`src/rtl/accmac_pkg.sv`:
```
package accmac_pkg;
  typedef enum logic [2:0] {
    K_NOP  = 3'd0,
    K_ALU  = 3'd1,
    K_MLD  = 3'd2,
    K_MPYA = 3'd3,
    K_MPYS = 3'd4,
    K_MOD  = 3'd5,
    K_WRHI = 3'd6,
    K_WRLO = 3'd7
  } opKind_e;

  typedef enum logic [2:0] {
    S_ALU, S_CLR, S_ADDP, S_SUBP, S_MOD, S_HI, S_LO
  } accSrc_e;

  typedef struct packed {
    logic       accWr;
    logic       flagWr;
    accSrc_e    accSrc;
    logic [2:0] aluFn;
    logic [2:0] modFn;
    logic       xWr;
    logic       yWr;
    logic       xyMac;
  } dpCtl_t;
endpackage

```
`src/rtl/accmac_ctrl.sv`:
```
module accmac_ctrl
  import accmac_pkg::*;
(
  input  logic [2:0] opKind,
  input  logic [2:0] aluFn,
  input  logic [2:0] modFn,
  input  logic [3:0] condSel,
  input  logic       condFlag,
  input  logic       xLoad,
  input  logic       yLoad,
  input  logic       flagZ,
  input  logic       flagN,
  output dpCtl_t     ctl
);
  logic condTrue;
  logic aluKnown;
  logic modKnown;

  always_comb begin
    case (condSel)
      4'd0:    condTrue = 1'b1;
      4'd5:    condTrue = (flagZ == condFlag);
      4'd7:    condTrue = (flagN == condFlag);
      default: condTrue = 1'b0;
    endcase
  end

  assign aluKnown = (aluFn != 3'd0) && (aluFn != 3'd2);
  assign modKnown = (modFn == 3'd2) || (modFn == 3'd3) ||
                    (modFn == 3'd6) || (modFn == 3'd7);

  always_comb begin
    ctl        = '0;
    ctl.accSrc = S_ALU;
    ctl.aluFn  = aluFn;
    ctl.modFn  = modFn;
    ctl.xWr    = xLoad;
    ctl.yWr    = yLoad;
    case (opKind_e'(opKind))
      K_ALU: begin
        ctl.flagWr = aluKnown;
        ctl.accWr  = aluKnown && (aluFn != 3'd3);
      end
      K_MLD, K_MPYA, K_MPYS: begin
        ctl.accSrc = (opKind_e'(opKind) == K_MLD)  ? S_CLR :
                     (opKind_e'(opKind) == K_MPYA) ? S_ADDP : S_SUBP;
        ctl.accWr  = 1'b1;
        ctl.flagWr = 1'b1;
        ctl.xyMac  = 1'b1;
      end
      K_MOD: begin
        ctl.accSrc = S_MOD;
        ctl.accWr  = condTrue && modKnown;
        ctl.flagWr = condTrue && modKnown;
      end
      K_WRHI: begin
        ctl.accSrc = S_HI;
        ctl.accWr  = 1'b1;
      end
      K_WRLO: begin
        ctl.accSrc = S_LO;
        ctl.accWr  = 1'b1;
      end
      default: ;
    endcase
  end
endmodule

```
`src/rtl/accmac_dp.sv`:
```
module accmac_dp
  import accmac_pkg::*;
#(
  parameter int DATA_W = 16
) (
  input  logic                  clk,
  input  logic                  rstN,
  input  dpCtl_t                ctl,
  input  logic [DATA_W-1:0]     operand,
  input  logic [DATA_W-1:0]     xIn,
  input  logic [DATA_W-1:0]     yIn,
  output logic [2*DATA_W-1:0]   acc,
  output logic [2*DATA_W-1:0]   prodR,
  output logic [DATA_W-1:0]     xR,
  output logic [DATA_W-1:0]     yR,
  output logic                  zF,
  output logic                  nF
);
  localparam int ACC_W = 2 * DATA_W;

  logic [ACC_W-1:0] operandHi;
  logic [ACC_W-1:0] aluRes;
  logic [ACC_W-1:0] modRes;
  logic [ACC_W-1:0] nextAcc;
  logic [ACC_W-1:0] xExt;
  logic [ACC_W-1:0] yExt;
  logic [ACC_W-1:0] mulRaw;
  logic [ACC_W-1:0] prodNext;

  assign operandHi = {operand, {DATA_W{1'b0}}};

  always_comb begin
    case (ctl.aluFn)
      3'd1, 3'd3: aluRes = acc - operandHi;
      3'd4:       aluRes = acc + operandHi;
      3'd5:       aluRes = acc & operandHi;
      3'd6:       aluRes = acc | operandHi;
      3'd7:       aluRes = acc ^ operandHi;
      default:    aluRes = acc;
    endcase
  end

  always_comb begin
    case (ctl.modFn)
      3'd2:    modRes = {acc[ACC_W-1], acc[ACC_W-1:1]};
      3'd3:    modRes = {acc[ACC_W-2:0], 1'b0};
      3'd6:    modRes = '0 - acc;
      3'd7:    modRes = acc[ACC_W-1] ? ('0 - acc) : acc;
      default: modRes = acc;
    endcase
  end

  always_comb begin
    case (ctl.accSrc)
      S_ALU:   nextAcc = aluRes;
      S_CLR:   nextAcc = '0;
      S_ADDP:  nextAcc = acc + prodR;
      S_SUBP:  nextAcc = acc - prodR;
      S_MOD:   nextAcc = modRes;
      S_HI:    nextAcc = {operand, acc[DATA_W-1:0]};
      S_LO:    nextAcc = {acc[ACC_W-1:DATA_W], operand};
      default: nextAcc = acc;
    endcase
  end

  assign xExt     = {{DATA_W{xR[DATA_W-1]}}, xR};
  assign yExt     = {{DATA_W{yR[DATA_W-1]}}, yR};
  assign mulRaw   = xExt * yExt;
  assign prodNext = {mulRaw[ACC_W-2:0], 1'b0};

  always_ff @(posedge clk) begin
    if (!rstN) begin
      acc   <= '0;
      prodR <= '0;
      xR    <= '0;
      yR    <= '0;
      zF    <= 1'b0;
      nF    <= 1'b0;
    end else begin
      prodR <= prodNext;
      if (ctl.accWr) acc <= nextAcc;
      if (ctl.flagWr) begin
        zF <= (nextAcc == '0);
        nF <= nextAcc[ACC_W-1];
      end
      if (ctl.xyMac || ctl.xWr) xR <= xIn;
      if (ctl.xyMac || ctl.yWr) yR <= yIn;
    end
  end
endmodule

```
`src/rtl/dsp_acc_mac.sv`:
```
module dsp_acc_mac
  import accmac_pkg::*;
#(
  parameter int DATA_W = 16
) (
  input  logic                clk,
  input  logic                rstN,
  input  logic [2:0]          opKind,
  input  logic [2:0]          aluFn,
  input  logic [2:0]          modFn,
  input  logic [3:0]          condSel,
  input  logic                condFlag,
  input  logic [DATA_W-1:0]   operand,
  input  logic [DATA_W-1:0]   xIn,
  input  logic [DATA_W-1:0]   yIn,
  input  logic                xLoad,
  input  logic                yLoad,
  output logic [DATA_W-1:0]   accHi,
  output logic [DATA_W-1:0]   accLo,
  output logic [2*DATA_W-1:0] prod,
  output logic [DATA_W-1:0]   xOut,
  output logic [DATA_W-1:0]   yOut,
  output logic                flagZ,
  output logic                flagN
);
  localparam int ACC_W = 2 * DATA_W;

  dpCtl_t           ctl;
  logic [ACC_W-1:0] acc;

  accmac_ctrl u_ctrl (
    .opKind   (opKind),
    .aluFn    (aluFn),
    .modFn    (modFn),
    .condSel  (condSel),
    .condFlag (condFlag),
    .xLoad    (xLoad),
    .yLoad    (yLoad),
    .flagZ    (flagZ),
    .flagN    (flagN),
    .ctl      (ctl)
  );

  accmac_dp #(.DATA_W(DATA_W)) u_dp (
    .clk     (clk),
    .rstN    (rstN),
    .ctl     (ctl),
    .operand (operand),
    .xIn     (xIn),
    .yIn     (yIn),
    .acc     (acc),
    .prodR   (prod),
    .xR      (xOut),
    .yR      (yOut),
    .zF      (flagZ),
    .nF      (flagN)
  );

  assign accHi = acc[ACC_W-1:DATA_W];
  assign accLo = acc[DATA_W-1:0];
endmodule

```
`config.mk`:
```
export PLATFORM = sky130hd
export DESIGN_NAME = dsp_acc_mac
export DESIGN_NICKNAME = d
export VERILOG_FILES = /design/src/rtl/accmac_pkg.sv /design/src/rtl/accmac_ctrl.sv /design/src/rtl/accmac_dp.sv /design/src/rtl/dsp_acc_mac.sv
export SDC_FILE = /design/constraint.sdc
export NUM_CORES = 1
export LEC_CHECK = 0
export ABC_AREA = 1
export CAP_MARGIN = 20
export CORE_ASPECT_RATIO = 1.2
export CORE_UTILIZATION = 35
export CTS_CLUSTER_SIZE = 28
export DETAILED_ROUTE_END_ITERATION = 8
export DONT_BUFFER_PORTS = 1
export GPL_TIMING_DRIVEN = 0
export SLEW_MARGIN = 15
export SYNTH_ARGS = -nofsm -noshare
export SYNTH_HDL_FRONTEND = slang
export SYNTH_SLANG_ARGS = --single-unit
```
`constraint.sdc`:
```
create_clock -name clk -period 6.2 [get_ports clk]
set_clock_uncertainty 0.2 [all_clocks]
set_input_delay 0.93 -clock clk [delete_from_list [all_inputs] [get_ports clk]]
set_output_delay 0.93 -clock clk [all_outputs]
set_load 0.02 [all_outputs]
```
==> flow_results.xml <==
<?xml version="1.0" encoding="UTF-8"?>
<metrics>
  <group name="clocking">
    <metric name="clock-sinks" unit="">97</metric>
    <metric name="clock_tree.buffer_depth" unit="">2</metric>
    <metric name="h_tree_depth" unit="">3</metric>
    <metric name="cts_root_buffer" unit="">clkbuf_16</metric>
    <metric name="cts-hold-fix-buffers" unit="">0</metric>
    <metric name="clk_latency" unit="ns">0.40</metric>
    <metric name="cts-buffers-inserted" unit="">9</metric>
    <metric name="clkTransAtPathRegs" unit="ns">0.09</metric>
    <metric name="tritoncts" unit="">yes</metric>
  </group>
  <group name="power_and_ir_drop">
    <metric name="power.ir.vdd_worst" unit="µV">212</metric>
    <metric name="p_per_area" unit="nW/µm²">295</metric>
    <metric name="p_total" unit="mW">6.74</metric>
    <metric name="leakagePower" unit="nW">12.3</metric>
  </group>
  <group name="grt">
    <metric name="vias_in_the_first_global_route" unit="">20700</metric>
    <metric name="grt_overflow_total" unit="">0</metric>
    <metric name="grt_first_pass_wirelength" unit="µm">119000</metric>
    <metric name="antenna_found_initial" unit="">0</metric>
    <metric name="maximum_number_of_pins_on_one_net_before_global_route_repair" unit="">19</metric>
    <metric name="grt.total_usage" unit="%">25.7</metric>
  </group>
  <group name="floorplanning">
    <metric name="dieArea" unit="µm²">60600</metric>
    <metric name="die_width" unit="µm">225</metric>
    <metric name="chipHeight" unit="µm">269</metric>
    <metric name="design.core.area" unit="µm²">58600</metric>
    <metric name="placementRows" unit="">97</metric>
    <metric name="pin_count" unit="">164</metric>
    <metric name="starting_utilization_of_the_core_area" unit="%">35.6</metric>
  </group>
  <group name="logic_synthesis">
    <metric name="synth_seq_area_share" unit="%">9.31</metric>
    <metric name="synth_async_sr_flop_share" unit="%">0</metric>
    <metric name="synthFlopType" unit="">dfxtp_1</metric>
    <metric name="syn-cell-area" unit="µm²">20900</metric>
    <metric name="yosysUniqueCellTypes" unit="">59</metric>
    <metric name="postSynthNetCount" unit="">3645</metric>
    <metric name="postSynthAreaPerCell" unit="µm²">6.60</metric>
    <metric name="yosys_warnings" unit="">0</metric>
    <metric name="post_synthesis_register_bit_count" unit="">97</metric>
    <metric name="synth_enable_flop_cells" unit="">0</metric>
    <metric name="post_synth_inst_count" unit="">3161</metric>
  </group>
  <group name="layout">
    <metric name="multi_input_comb_area" unit="µm²">16100</metric>
    <metric name="most-common-layout-cells" unit="">nand2_1, inv_1, nor2_1, fa_1, a21oi_1</metric>
    <metric name="regArea" unit="µm²">2000</metric>
    <metric name="nets" unit="">3660</metric>
    <metric name="num-fill-cells" unit="">6379</metric>
    <metric name="final_layout_size_suffix_gt1_share" unit="%">6.98</metric>
    <metric name="final_common_cell" unit="">nand2_1</metric>
    <metric name="core_utilization_of_the_finished_layout" unit="%">39.0</metric>
    <metric name="antenna_cells_inserted" unit="">0</metric>
    <metric name="flow.area_growth_from_synthesis" unit="%">9.55</metric>
  </group>
  <group name="routing">
    <metric name="post_drt_wl_per_cell" unit="µm">19.5</metric>
    <metric name="initialDrtViolationCount" unit="">1513</metric>
    <metric name="vias_per_cell" unit="">5.22</metric>
    <metric name="postRouteAntennaNets" unit="">0</metric>
    <metric name="vias" unit="">20700</metric>
    <metric name="detail_route.drc_violations" unit="">0</metric>
    <metric name="detail_route.wirelength" unit="µm">77400</metric>
    <metric name="drt_first_pass_iters" unit="">6</metric>
  </group>
  <group name="sta">
    <metric name="worst_hold_slack" unit="ns">0.475</metric>
    <metric name="timing.final.hold_violations" unit="">0</metric>
    <metric name="finalWorstPathRequiredPeriod" unit="ns">5.97</metric>
    <metric name="setup_viol_count_final" unit="">0</metric>
    <metric name="fin_ws" unit="ns">0.230</metric>
    <metric name="fin_crit_sh" unit="%">96.3</metric>
    <metric name="maxClockFrequency" unit="MHz">168</metric>
    <metric name="timing.final.max_slew_violations" unit="">0</metric>
    <metric name="accumulated_negative_setup_slack" unit="ns">0</metric>
    <metric name="worstMarginPinSlew" unit="ns">0.962</metric>
    <metric name="relSlewSlack" unit="%">35.8</metric>
  </group>
  <group name="setup_path">
    <metric name="worstSetupStartpointType" unit="">flip-flop</metric>
    <metric name="critical-path-slowest-cell" unit="">fa_1</metric>
    <metric name="crit_required" unit="ns">6.29</metric>
    <metric name="cp_data_arrival_time" unit="ns">6.06</metric>
    <metric name="critical_path_buf_inv_count" unit="">6</metric>
    <metric name="critPathTopFamily" unit="">adder cells</metric>
    <metric name="cp_max_fo" unit="">10</metric>
    <metric name="cpPeakStageDelay" unit="ns">0.55</metric>
    <metric name="timing.critical_path.to_type" unit="">flip-flop</metric>
    <metric name="most_used_cell_cp" unit="">fa_1</metric>
    <metric name="critical_setup_path_kind" unit="">flip-flop to flip-flop</metric>
  </group>
  <group name="job">
    <metric name="drv.max_cap_violation_count" unit="">0</metric>
  </group>
  <group name="placed_design">
    <metric name="routability_congestion_estimate_from_global_placement" unit="">0.983</metric>
    <metric name="port-buffer-count" unit="">0</metric>
    <metric name="post-place-ws" unit="ns">-1.00</metric>
    <metric name="place_hpwl" unit="µm">64300</metric>
  </group>
  <group name="status">
    <metric name="run_status" unit="">completed</metric>
  </group>
  <group name="hold_path">
    <metric name="min-delay-path-class" unit="">flip-flop to flip-flop</metric>
  </group>
</metrics>
## cell type report
class / count / area share (%)
multi-input cells: 2270 / 70.5
inverters: 672 / 11.0
flip-flops and latches: 97 / 8.76
well taps: 792 / 4.34
plain buffers: 121 / 3.97
clock buffers: 9 / 0.985
clock inverters: 7 / 0.263
repair buffers: 5 / 0.164
## through the flow
stage,cells,area [µm²]
after global placement,3953,21900
final,3973,22900
after floorplan,3161,20900
after global routing,3973,22900
after detailed placement,3953,21900
after CTS,3972,22500
## registers in the layout, summed over array words and instances, names as in the netlist
register,count
u_dp.acc,32
u_dp.zF,1
u_dp.xR,16
u_dp.yR,16
u_dp.nF,1
u_dp.prodR,31
## power breakdown
| group | switching, mW | internal (mW) |
|---|---|---|
| Clock | 0.319 | 0.280 |
| Sequential | 0.430 | 0.751 |
| Combinational | 3.13 | 1.83 |
## worst paths after layout
check               from        endpoint  slack [ns]  cells after the start
max reg2reg   u_dp.xR[4]  u_dp.prodR[30]        0.23                     25
min reg2reg  u_dp.acc[1]     u_dp.acc[1]        0.47                      2
min          u_dp.acc[1]     u_dp.acc[1]        0.47                      2
max           u_dp.xR[4]  u_dp.prodR[30]        0.23                     25
## cells in the mapped netlist, drive strengths merged, types with 10 or more instances
| master | count | share of area [%] |
|---|---|---|
| a22oi | 22 | 0.82 |
| inv | 666 | 12 |
| or2 | 13 | 0.39 |
| buf | 23 | 0.70 |
| xnor2 | 20 | 0.84 |
| ha | 160 | 9.6 |
| xor2 | 39 | 1.6 |
| nand3 | 163 | 4.0 |
| nand4 | 35 | 1.0 |
| nor2 | 299 | 5.6 |
| o22ai | 26 | 0.78 |
| o21bai | 10 | 0.36 |
| dfxtp | 97 | 9.3 |
| fa | 258 | 25 |
| o21ai | 186 | 4.5 |
| clkbuf | 99 | 1.8 |
| nand2 | 748 | 14 |
| o211ai | 16 | 0.58 |
| a211oi | 19 | 0.76 |
| nor3 | 33 | 0.84 |
| a21oi | 173 | 4.2 |
## worst register-to-register path: stages (launching register included)
cell and delay [ns]:
dfxtp_2 0.40, clkbuf_4 0.25, buf_6 0.19, nand2_1 0.08
fa_1 0.41, fa_1 0.54, inv_1 0.05, fa_1 0.55
inv_1 0.06, fa_1 0.51, fa_1 0.44, fa_1 0.49
inv_1 0.04, ha_2 0.37, nand2_2 0.11, o21a_1 0.21
o221ai_2 0.23, nand2_1 0.10, nand3_2 0.11, nand2_1 0.06
inv_1 0.07, nor2_1 0.04, nor2_1 0.08, nor2_1 0.06
o21ai_0 0.13, a21oi_1 0.06
## cell families (layout without fill, tap and decap cells)
kind of cell    Yosys count  count (layout)  synth area share [%]
flops                    97              97                  9.31
buf+inv                 794             814                  14.6
other cells               1               1                0.0180
xor+xnor                 59              59                  2.48
simple gates           1308            1308                  26.0
mux                       1               1                0.0480
fa+ha+maj               418             418                  34.4
compound gates          483             483                  13.2
## timing repair
item	in CTS	in global routing
gates resized for setup	142	149
cloned	0	0
setup endpoints to repair	18	13
buffers inserted	3	2
pin swaps	3	11
## routing by layer
layer  part of all wire, %  track usage, %  vias up  wire (µm)
met4                   6.8            15.5        0       5240
li1                      -               -     9858          -
met3                   7.7            5.01      265       5950
met1                    38            29.1     9746      29300
met5                     0               0        -          0
met2                    48            44.3      859      36900
(Power assumes the default switching activity.)
